$ cat src/rtl/pwr_mode_pkg.sv
package pwr_mode_pkg;
  typedef enum logic [1:0] {
    MODE_FULL = 2'b00,
    MODE_STBY = 2'b01,
    MODE_SUSP = 2'b10,
    MODE_HIBR = 2'b11
  } pwr_mode_e;

  typedef enum logic [2:0] {
    ST_RUN,
    ST_STBY_WAIT,
    ST_STBY,
    ST_SR_WAIT,
    ST_IDLE_WAIT,
    ST_SUSP,
    ST_WAKE
  } pwr_state_e;

  typedef enum logic [1:0] {
    REQ_NONE,
    REQ_STBY,
    REQ_SUSP
  } pwr_req_e;
endpackage

$ cat src/rtl/pwr_req_decode.sv
module pwr_req_decode
  import pwr_mode_pkg::*;
#(
  parameter bit SUSP_FIRST = 1'b1
) (
  input  logic     stby_req_i,
  input  logic     susp_req_i,
  input  logic     wb_done_i,
  output pwr_req_e req_o
);
  logic stby_q, susp_q;
  assign stby_q = stby_req_i & wb_done_i;
  assign susp_q = susp_req_i & wb_done_i;

  generate
    if (SUSP_FIRST) begin : g_susp_first
      always_comb begin
        if (susp_q)      req_o = REQ_SUSP;
        else if (stby_q) req_o = REQ_STBY;
        else             req_o = REQ_NONE;
      end
    end else begin : g_stby_first
      always_comb begin
        if (stby_q)      req_o = REQ_STBY;
        else if (susp_q) req_o = REQ_SUSP;
        else             req_o = REQ_NONE;
      end
    end
  endgenerate
endmodule

$ cat src/rtl/pwr_mode_fsm.sv
module pwr_mode_fsm
  import pwr_mode_pkg::*;
(
  input  logic       clk_i,
  input  logic       rst_ni,
  input  pwr_req_e   req_i,
  input  logic       bus_idle_i,
  input  logic       sr_ack_i,
  input  logic       irq_i,
  output pwr_state_e state_o
);
  pwr_state_e state_q, state_d;

  always_comb begin
    state_d = state_q;
    unique case (state_q)
      ST_RUN: begin
        if (req_i == REQ_SUSP)      state_d = ST_SR_WAIT;
        else if (req_i == REQ_STBY) state_d = ST_STBY_WAIT;
      end
      ST_STBY_WAIT: begin
        if (irq_i)           state_d = ST_RUN;
        else if (bus_idle_i) state_d = ST_STBY;
      end
      ST_STBY:      if (irq_i) state_d = ST_RUN;
      ST_SR_WAIT: begin
        if (irq_i)         state_d = ST_RUN;
        else if (sr_ack_i) state_d = ST_IDLE_WAIT;
      end
      ST_IDLE_WAIT: begin
        if (irq_i)           state_d = ST_RUN;
        else if (bus_idle_i) state_d = ST_SUSP;
      end
      ST_SUSP:      if (irq_i) state_d = ST_WAKE;
      // core stays stopped until DRAM has left self-refresh
      ST_WAKE:      if (!sr_ack_i) state_d = ST_RUN;
      default:      state_d = ST_RUN;
    endcase
  end

  always_ff @(posedge clk_i or negedge rst_ni) begin
    if (!rst_ni) state_q <= ST_RUN;
    else         state_q <= state_d;
  end

  assign state_o = state_q;

  assert_stby_hold_R7: assert property (@(posedge clk_i) disable iff (!rst_ni)
    (state_q == ST_STBY && !irq_i) |=> state_q == ST_STBY);
  assert_susp_hold_R7: assert property (@(posedge clk_i) disable iff (!rst_ni)
    (state_q == ST_SUSP && !irq_i) |=> state_q == ST_SUSP);
  assert_stby_wake_R4: assert property (@(posedge clk_i) disable iff (!rst_ni)
    (state_q == ST_STBY && irq_i) |=> state_q == ST_RUN);
  assert_entry_abort_R8: assert property (@(posedge clk_i) disable iff (!rst_ni)
    ((state_q == ST_STBY_WAIT || state_q == ST_SR_WAIT || state_q == ST_IDLE_WAIT)
     && irq_i) |=> state_q == ST_RUN);
endmodule

$ cat src/rtl/pwr_out_decode.sv
module pwr_out_decode
  import pwr_mode_pkg::*;
(
  input  pwr_state_e state_i,
  output logic       core_clk_en_o,
  output logic       peri_clk_en_o,
  output logic       sr_req_o,
  output pwr_mode_e  mode_o
);
  always_comb begin
    core_clk_en_o = 1'b1;
    peri_clk_en_o = 1'b1;
    sr_req_o      = 1'b0;
    mode_o        = MODE_FULL;
    unique case (state_i)
      ST_STBY: begin
        core_clk_en_o = 1'b0;
        mode_o        = MODE_STBY;
      end
      ST_SR_WAIT, ST_IDLE_WAIT: sr_req_o = 1'b1;
      ST_SUSP: begin
        core_clk_en_o = 1'b0;
        peri_clk_en_o = 1'b0;
        sr_req_o      = 1'b1;
        mode_o        = MODE_SUSP;
      end
      ST_WAKE: begin
        core_clk_en_o = 1'b0;
        mode_o        = MODE_SUSP;
      end
      default: ;
    endcase
  end
endmodule

$ cat src/rtl/pwr_mode_ctrl.sv
module pwr_mode_ctrl
  import pwr_mode_pkg::*;
#(
  parameter bit SUSP_FIRST = 1'b1
) (
  input  logic       clk_i,
  input  logic       rst_ni,
  input  logic       stby_req_i,
  input  logic       susp_req_i,
  input  logic       wb_done_i,
  input  logic       bus_idle_i,
  input  logic       sr_ack_i,
  input  logic       irq_i,
  output logic       core_clk_en_o,
  output logic       peri_clk_en_o,
  output logic       sr_req_o,
  output logic       pll_en_o,
  output logic       tmr_clk_en_o,
  output logic       irq_clk_en_o,
  output logic [1:0] mode_o
);
  pwr_req_e   req;
  pwr_state_e state;
  pwr_mode_e  mode;

  pwr_req_decode #(.SUSP_FIRST(SUSP_FIRST)) i_req (
    .stby_req_i(stby_req_i),
    .susp_req_i(susp_req_i),
    .wb_done_i (wb_done_i),
    .req_o     (req)
  );

  pwr_mode_fsm i_fsm (
    .clk_i     (clk_i),
    .rst_ni    (rst_ni),
    .req_i     (req),
    .bus_idle_i(bus_idle_i),
    .sr_ack_i  (sr_ack_i),
    .irq_i     (irq_i),
    .state_o   (state)
  );

  pwr_out_decode i_out (
    .state_i      (state),
    .core_clk_en_o(core_clk_en_o),
    .peri_clk_en_o(peri_clk_en_o),
    .sr_req_o     (sr_req_o),
    .mode_o       (mode)
  );

  // always-on domain
  assign pll_en_o     = 1'b1;
  assign tmr_clk_en_o = 1'b1;
  assign irq_clk_en_o = 1'b1;
  assign mode_o       = mode;

  assert_gate_after_idle_R3: assert property (@(posedge clk_i) disable iff (!rst_ni)
    $fell(core_clk_en_o) |-> $past(bus_idle_i));
  assert_stby_peri_on_R3: assert property (@(posedge clk_i) disable iff (!rst_ni)
    mode_o == MODE_STBY |-> (peri_clk_en_o && !sr_req_o));
  assert_susp_core_off_R5: assert property (@(posedge clk_i) disable iff (!rst_ni)
    mode_o == MODE_SUSP |-> !core_clk_en_o);
  assert_sr_before_peri_off_R5: assert property (@(posedge clk_i) disable iff (!rst_ni)
    $fell(peri_clk_en_o) |-> $past(sr_req_o));
  assert_wake_order_R6: assert property (@(posedge clk_i) disable iff (!rst_ni)
    $rose(core_clk_en_o) |-> (peri_clk_en_o && !sr_req_o));
  assert_no_hibr_R11: assert property (@(posedge clk_i) disable iff (!rst_ni)
    mode_o != MODE_HIBR);
endmodule

$ cat config.mk
export PLATFORM = sky130hd
export DESIGN_NAME = pwr_mode_ctrl
export DESIGN_NICKNAME = d
export VERILOG_FILES = /design/src/rtl/pwr_mode_pkg.sv /design/src/rtl/pwr_req_decode.sv /design/src/rtl/pwr_mode_fsm.sv /design/src/rtl/pwr_out_decode.sv /design/src/rtl/pwr_mode_ctrl.sv
export SDC_FILE = /design/constraint.sdc
export NUM_CORES = 1
export LEC_CHECK = 0
export ABC_CLOCK_PERIOD_IN_PS = 2600
export BUFFER_PORTS_ARGS = -buffer_cell sky130_fd_sc_hd__buf_2
export CORE_AREA = 2 2 39 41
export DETAILED_ROUTE_END_ITERATION = 8
export DIE_AREA = 0 0 41 43
export RECOVER_POWER = 100
export SYNTH_ARGS = -nofsm -noshare
export SYNTH_HDL_FRONTEND = slang
export SYNTH_SLANG_ARGS = --single-unit
$ cat constraint.sdc
create_clock -name clk_i -period 2.6 [get_ports clk_i]
set_clock_uncertainty 0.05 [all_clocks]
set_input_delay 0 -clock clk_i [delete_from_list [all_inputs] [get_ports clk_i]]
set_output_delay 0 -clock clk_i [all_outputs]
set_load 0.02 [all_outputs]
# Yosys cells after proc, flatten, opt, wreduce, memory -nomap -nowiden
# Cells that the tools add are included.
op_classes:
  n_eq_ne: 15
  muxes: 18
  bitwise_logic: 2
  n_reduce_logical: 5
op_table:
  columns: ["cell", "count"]
  rows:
  - ["two-way mux 3 bit", 11]
  - ["case mux 3 bit (7 select lines)", 1]
  - ["== test 3 bit (second input constant)", 3]
  - ["inequality test 3 bit (second input constant)", 3]
  - ["AND reduction 7 bit", 1]
  - ["== test 3 x 2 -> 1 bit (second input constant)", 2]
  - ["inequality test 2 bit (second input constant)", 3]
  - ["OR reduction 3 bit", 2]
  - ["two-way mux 1 bit", 4]
  - ["case mux 2 bit (2 select lines)", 1]
  - ["== test 3 x 1 -> 1 bit (second input constant)", 1]
  - ["zero test 3 bit", 1]
  - ["inequality test 3 x 1 -> 1 bit (second input constant)", 1]
  - ["bitwise AND 1 bit", 2]
  - ["== test 2 x 1 -> 1 bit (second input constant)", 1]
  - ["== test 2 bit (second input constant)", 1]
  - ["two-way mux 2 bit", 1]
  - ["OR reduction 2 bit", 1]
word_totals:
  reg_bits: 3
  input_bits: 8
  output_inout_bits: 8
  wordCells: 41

# Longest topological paths before layout
# Gate-level depths: netlist (run 1).
depth:
  ltp_word: 7
  ltp_mapped: 5
  depth_no_buf: 4

# Modules after synthesis
# A second synthesis (run 1) with hierarchy kept.
hier_totals:
  cells_unflattened: 46
  hier_area_um2: 367.9
modules_own_cells:
  columns: ["mod", "instances", "cells_each", "area_each_um2", "seq_area_each_um2"]
  rows:
  - ["pwr_mode_fsm", 1, 31, 262.8, 75.1]
  - ["pwr_out_decode", 1, 8, 55.1, 0.0]
  - ["pwr_mode_ctrl", 1, 4, 26.3, 0.0]
  - ["pwr_req_decode", 1, 3, 23.8, 0.0]

# Least setup slack after synthesis (run 1)
# Ideal clock, no wire load.
synth_path:
  kind: "reg-to-reg"
  from: "reg i_fsm.state_q[0], in the netlist i_fsm.state_o[0]"
  to: "reg i_fsm.state_q[2], in the netlist i_fsm.state_o[2]"
  setup_ns: 0.127
  t_arrival_ns: 1.411
  required_time_ns: 2.423
  path_slack_ns: 1.011
  path_stages_with_launch: 6
  n_path_buf: 1
  synth_period_minus_slack_ns: 1.589
  path_cell_list: "dfrtp_1 -> buf_4 -> inv_1 -> maj3_2 -> o311a_1 -> mux2_1"
synth_between:
  elab_chain_len: 3
  elab_cells_between_ends: 16
  cone_classes: "eq/ne: 13; mux: 1; reduce/logical: 2"
synth_lines:
  columns: ["element", "line_no", "rtl"]
  rows:
  - ["start: declaration", "pwr_mode_fsm.sv:12", "pwr_state_e state_q, state_d;"]
  - ["start signal: assignment", "pwr_mode_fsm.sv:43", "else state_q <= state_d;"]
  - ["== test 3 x 2 -> 1 bit, or another cell as far along", "pwr_mode_fsm.sv:16", "unique case (state_q)"]
  - ["inequality test 3 bit (no source line), or another cell as far along", null, null]
  - ["AND reduction 7 bit (no source line)", null, null]
# Several ways; a longest one is shown, not always the timed one.
# A chain may end at the register's enable or synchronous reset.

# Worst setup path in the final report (run 1)
layout_path:
  from: "reg i_fsm.state_q[1], in the netlist i_fsm.state_o[1]"
  to: "reg i_fsm.state_q[2], in the netlist i_fsm.state_o[2]"
# The elaborated chain is that of the path after synthesis.

==> qor.yml, run 1 <==
finish:
  drive_above_1_share: 0.196
  final_nets: 65
  antenna_cells: 0
  regArea_sq_um: 75.1
  areaGrowthSynthToFinish_pct: 24.3
  fillCellCount: 153
  largest_reg_flops: 3
  fin_area_sq_um: 403
  multi_input_area_sq_um: 204
yosys:
  synth_cells: 43
  synth_top_family_by_area: "compound AO/OA/AOI/OAI gates"
  synth-seq-cells: 3
  synth_compound_area_frac: 0.259
  seq_area_frac_synth: 0.232
  synthFlopType: "dfrtp_1"
  synth-simple-area-share: 0.208
  synth.top_cell.area_share: 0.232
  synth_adder_area_share: 0.0347
  yosysWarnings: 0
  post_synth_num_cell_types: 27
  syn_avg_cell_area_sq_um: 7.54
  synth_area_sq_um: 324
  synthTopCellsByArea: "dfrtp_1 (23%), buf_4 (9.3%), o311ai_1 (5.4%), nand2_1 (4.6%), nor2_1 (4.6%)"
  synthTopCellsByCount: "buf_4 (4), nand2_1 (4), nor2_1 (4), dfrtp_1 (3), inv_1 (3)"
  synth.area.mux_share: 0.0656
  yosysTopAreaCell: "dfrtp_1"
  synth_edf_count: 0
  synthArstFlopShare: 1.00
  synthXorXnorAreaFrac: 0.0270
die:
  die_h_um: 43
  die_area_sq_mm: 0.00176
  num_rows: 14
  core_sq_mm: 0.00138
  die_w_um: 41
  initial_core_util: 0.234
  io_pins: 16
clock_tree:
  clk_pin_slew_ns: 0.04
  numCtsBuffers: 3
  clkLatencyLatePin_ns: 0.23
  cts.sinks: 3
  cts_tree: "built"
  clockBufferDepth: 2
  cts_root_buf: "clkbuf_4"
  ctsHtreeMaxLevel: 1
route:
  vias: 313
  highest_layer: "met3"
  met1_length_um: 349
  drt_pass1_iterations: 2
  drtAntennaViolNets: 0
  routed_wl_um: 722
  drc: 0
  via_per_inst: 4.35
  drtIter0Drc: 2
  wire_per_inst_um: 10.0
  met2WireLength_um: 305
  wl_met3_um: 67
grt:
  grt_overflow: 0
  grt_usage: 0.0876
  antenna_found_initial: 0
  grt_pass1_wl_um: 1040
  grt_pass1_vias: 260
  grt_max_degree: 14
placed_design:
  dpl-instance-area_sq_um: 374
  place_congestion: 0.805
  post-place-ws_ns: 0.859
  port_buffers: 12
  dp_hpwl_um: 529
timing:
  worst_slack_ns: 0.698
  finalSetupViolations: 0
  drv_slew: 0
  fin_setup_tns_ns: 0
  hold_viol: 0
  rsz0062_at_grt: "no"
  fin_crit_ns: 1.90
  slew_headroom: 0.597
  worstMarginPinSlew_ns: 0.597
  max_freq_mhz: 526
  finalCritPeriodShare: 0.731
pwr:
  leakage_nw: 0.187
  ir_drop_v: 0.000438
  power.density_mw_per_mm2: 1060
critical_path:
  cp-start-kind: "flop"
  critPathMaxFanout: 13
  critical-path-max-stage-delay_ns: 0.62
  arrival_ns: 1.96
  rrSetupSlack_ns: 0.70
  reg2reg_depth: 3
  cp_num_buf_inv: 0
  criticalPathCategory: "reg -> reg"
  crit_path_cell_trace: "o311ai_0 -> o311a_1 -> mux2_1"
  cp_top_family: "compound AO/OA/AOI/OAI gates"
  crit_path_end_kind: "flop"
  cp_slowest_cell: "o311ai_0"
  timing.rr.start: "i_fsm.state_o[1]"
  r2r_end: "i_fsm.state_o[2]"
  worstPathRequired_ns: 2.66
worst_hold_path:
  hp-class: "in -> async"
status:
  status: "finished, final reports clean"
run:
  maxCapViolations: 0
[what timing repair did]
action	4_1_cts	5_1_grt
hold buffers	1	0
endpoints found under the setup margin	0	0
resized for setup	0	0
endpoints found under the hold margin	3	0
setup buffers	0	0
[layout by cell type (no fill, tap or decap), drive strengths merged]
cell,count
clkbuf,10
buf,6
nand2,4
nor2,4
inv,4
conb,3
dfrtp,3
o21ai,3
a21oi,2
o311ai,2
nor2b,1
and2,1
xnor2,1
and2b,1
maj3,1
and3b,1
nor4b,1
o311a,1
mux2i,1
mux2,1
o31ai,1
a31oi,1
a211o,1
o2111ai,1
dlygate4sd3,1
[metrics by stage]
stage               cells  hold WS (ns)  power, W   util
finish                 72        0.0581  0.000428  0.291
global route           72        0.0627  0.000473  0.291
CTS                    72        0.0306  0.000446  0.297
detailed placement     67        -0.251  0.000357  0.270
global placement       67        -0.252  0.000355  0.270
floorplan              45        -0.346  0.000312      -
[logic make-up (layout without fill, tap and decap cells)]
family / after synthesis / count (layout)
AOI/OAI and AO/OA: 12 / 12
muxes: 2 / 2
DFF: 3 / 3
adders and majority gates: 1 / 1
and+or+nand+nor: 13 / 13
buffers and inverters: 10 / 21
other: 1 / 3
xor gates and xnor gates: 1 / 1
[area by class of cell]
cell class	count	share of cell area
sequential	3	0.186
inverter	4	0.0373
timing repair buffer	13	0.155
multi-input combinational	32	0.506
clock buffer	4	0.0652
tap	16	0.0497
[power by group]
part           switching [W]  total (W)  internal, W
Clock              0.0000239  0.0000814    0.0000575
Combinational       0.000130   0.000234     0.000104
Sequential         0.0000466   0.000113    0.0000660
[worst max-delay path by stage]
stage,startpoint,to,slack [ns],cells after the start
after floorplan,i_fsm.state_o[0],i_fsm.state_o[2],1.01,5
after global placement,i_fsm.state_o[0],i_fsm.state_o[2],0.87,4
after detailed placement,i_fsm.state_o[0],i_fsm.state_o[2],0.86,4
after CTS,i_fsm.state_o[0],i_fsm.state_o[2],0.85,4
after global routing,i_fsm.state_o[1],i_fsm.state_o[2],0.54,3
final,i_fsm.state_o[1],i_fsm.state_o[2],0.70,3
[routing by layer]
| layer | track usage | up-vias |
|---|---|---|
| met2 | 0.119 | 13 |
| met4 | 0.0600 | 0 |
| li1 | - | 169 |
| met1 | 0.117 | 131 |
| met5 | 0 | - |
| met3 | 0.0209 | 0 |
No activity file was read; power rests on OpenSTA's default activity.
==> run 2, diff against run 1 <==
ABC_CLOCK_PERIOD_IN_PS = 1850   (was 2600)
clock period = 1.85 ns   (was 2.6 ns; I/O delays follow)
==> run 2 against run 1 <==
Net effect:
- core utilization increased by 1.5 points
- sequential power decreased by 6%
- power up 49%
- routed wire length decreased by 5.7%
- combinational power up 78%
- via count is 6.7% higher
- sequential cell count unchanged
- sequential share of layout area down 0.93 points
- critical path depth up 2
==> qor.yml, run 2 (synthesis gave the netlist of run 1 again) <==
timing:
  max_freq_mhz: 631  # +20%
  fin_crit_ns: 1.59  # -0.316 ns
  rsz0062_at_grt: "no"
  hold_viol: 0  # unchanged
  fin_setup_tns_ns: 0  # unchanged
  drv_slew: 0  # unchanged
  finalCritPeriodShare: 0.857  # +0.126
  worst_slack_ns: 0.264  # -0.434 ns
  finalSetupViolations: 0  # unchanged
  hold_ws_ns: 0.0502  # -0.00781 ns
critical_path:
  worstPathRequired_ns: 1.91  # -0.75 ns
  crit_path_end_kind: "flop"
  cp-start-kind: "flop"
  r2r_end: "i_fsm.state_o[2]"
  timing.rr.start: "i_fsm.state_o[2]"
  arrival_ns: 1.65  # -0.31 ns
  criticalPathCategory: "reg -> reg"
  crit_start: "i_fsm.state_o[2]"
  reg2reg_depth: 5  # +2
  rrSetupSlack_ns: 0.26  # -0.43 ns
  cp-endpoint: "i_fsm.state_o[2]"
  critPathMaxFanout: 7  # -6
route:
  highest_layer: "met3"
  drtIter0Drc: 8  # +6
  wl_met3_um: 60  # -10%
  routed_wl_um: 681  # -5.7%
  drt_pass1_iterations: 4  # +2
  met2WireLength_um: 299  # -2.0%
  drc: 0  # unchanged
  met1_length_um: 321  # -8.0%
  drtAntennaViolNets: 0  # unchanged
  vias: 334  # +6.7%
  wire_per_inst_um: 9.08  # -9.5%
  via_per_inst: 4.45  # +2.4%
finish:
  antenna_cells: 0  # unchanged
  largest_reg_flops: 3  # unchanged
  multi_input_area_sq_um: 204  # unchanged
  fillCellCount: 157  # +2.6%
  mostFrequentLayoutCells: "buf_2 (8), clkbuf_1 (6), nand2_1 (4), nor2_1 (4)"
  areaGrowthSynthToFinish_pct: 30.9
  final_common_cell: "buf_2"
  drive_above_1_share: 0.254  # +0.0578
  regArea_sq_um: 75.1  # unchanged
  final_nets: 68  # +4.6%
grt:
  grt_pass1_wl_um: 1060  # +1.3%
  antenna_found_initial: 0  # unchanged
  grt_pass1_vias: 280  # +7.7%
  grt_overflow: 0  # unchanged
  grt_max_degree: 13  # -1
  grt_usage: 0.0895  # +0.00192
die:
  io_pins: 16  # unchanged
  die_area_sq_mm: 0.00176  # unchanged
  num_rows: 14  # unchanged
  die_w_um: 41  # unchanged
  core_sq_mm: 0.00138  # unchanged
  die_h_um: 43  # unchanged
  initial_core_util: 0.234  # unchanged
clock_tree:
  clockBufferDepth: 2  # unchanged
  numCtsBuffers: 3  # unchanged
  cts_root_buf: "clkbuf_4"
  clk_pin_slew_ns: 0.04  # about the same
  clkLatencyLatePin_ns: 0.23  # about the same
  cts.sinks: 3  # unchanged
  cts_tree: "built"
  cts_setup_buffers: 0  # unchanged
  ctsHtreeMaxLevel: 1  # unchanged
  postCtsResizedCells: 0  # unchanged
  hold_buffers: 1  # unchanged
pwr:
  power.density_mw_per_mm2: 1500  # +41%
  leakage_nw: 0.200  # +7.4%
  ir_drop_v: 0.000596  # +36%
placed_design:
  dp_hpwl_um: 550  # +3.9%
  port_buffers: 12  # unchanged
  post-place-ws_ns: 0.313  # -0.546 ns
  place_congestion: 0.769  # -4.4%
run:
  maxCapViolations: 0  # unchanged
status:
  status: "finished, final reports clean"
worst_hold_path:
  hp-class: "in -> async"
==> run 2: cell types whose count changed in the layout (fill, tap and decap cells not counted) <==
cell | before | now
and2_0 | 0 | 1
and2_1 | 1 | 0
buf_2 | 6 | 8
o311ai_0 | 1 | 0
o311ai_1 | 1 | 2
o21ai_0 | 1 | 3
o21ai_1 | 2 | 0
clkbuf_1 | 7 | 6
buf_4 | 0 | 2
==> run 2: metrics by stage <==
stage | power, W | instances | area (sq um) | utilization
finish | 0.000636 | 75 | 424 | 0.307
global route | 0.000707 | 75 | 424 | 0.307
CTS | 0.000663 | 75 | 433 | 0.313
detailed placement | 0.000542 | 70 | 397 | 0.287
global placement | 0.000540 | 70 | 397 | 0.287
floorplan | 0.000439 | 45 | 332 | -
==> run 2: cell type report <==
class	count	share of cell area
Multi-Input combinational cell	32	0.481
Tap cell	16	0.0472
Clock buffer	4	0.0619
Timing Repair Buffer	16	0.198
Sequential cell	3	0.177
Inverter	4	0.0354
==> run 2: worst min-delay path by stage <==
stage | startpoint | endpoint | slack, ns | cells past startpoint
6_report | rst_ni | i_fsm.state_o[2] | 0.05 | 2
5_1_grt | rst_ni | i_fsm.state_o[2] | 0.06 | 2
4_1_cts | rst_ni | i_fsm.state_o[2] | 0.02 | 2
3_5_place_dp | rst_ni | i_fsm.state_o[0] | -0.25 | 1
3_3_place_gp | rst_ni | i_fsm.state_o[1] | -0.25 | 1
2_1_floorplan | rst_ni | i_fsm.state_o[0] | -0.35 | 0
==> run 2: power by group <==
group          switching, W  internal (W)  leakage, nW  total (W)
Clock             0.0000331     0.0000808       0.0150   0.000114
Combinational      0.000239      0.000177        0.147   0.000416
Sequential        0.0000126     0.0000933       0.0383   0.000106
Total              0.000285      0.000351        0.200   0.000636
==> run 2: layer usage <==
layer	vias to the layer above	global-route usage
li1	177	-
met1	144	0.117
met2	13	0.119
met3	0	0.0157
met4	0	0.0800
met5	-	0
==> run 2: worst max-delay path: stages (launching register included) <==
cell	delay [ns]
dfrtp_1	0.38
clkbuf_1	0.17
and3b_1	0.19
o21ai_0	0.15
o311a_1	0.20
mux2_1	0.32
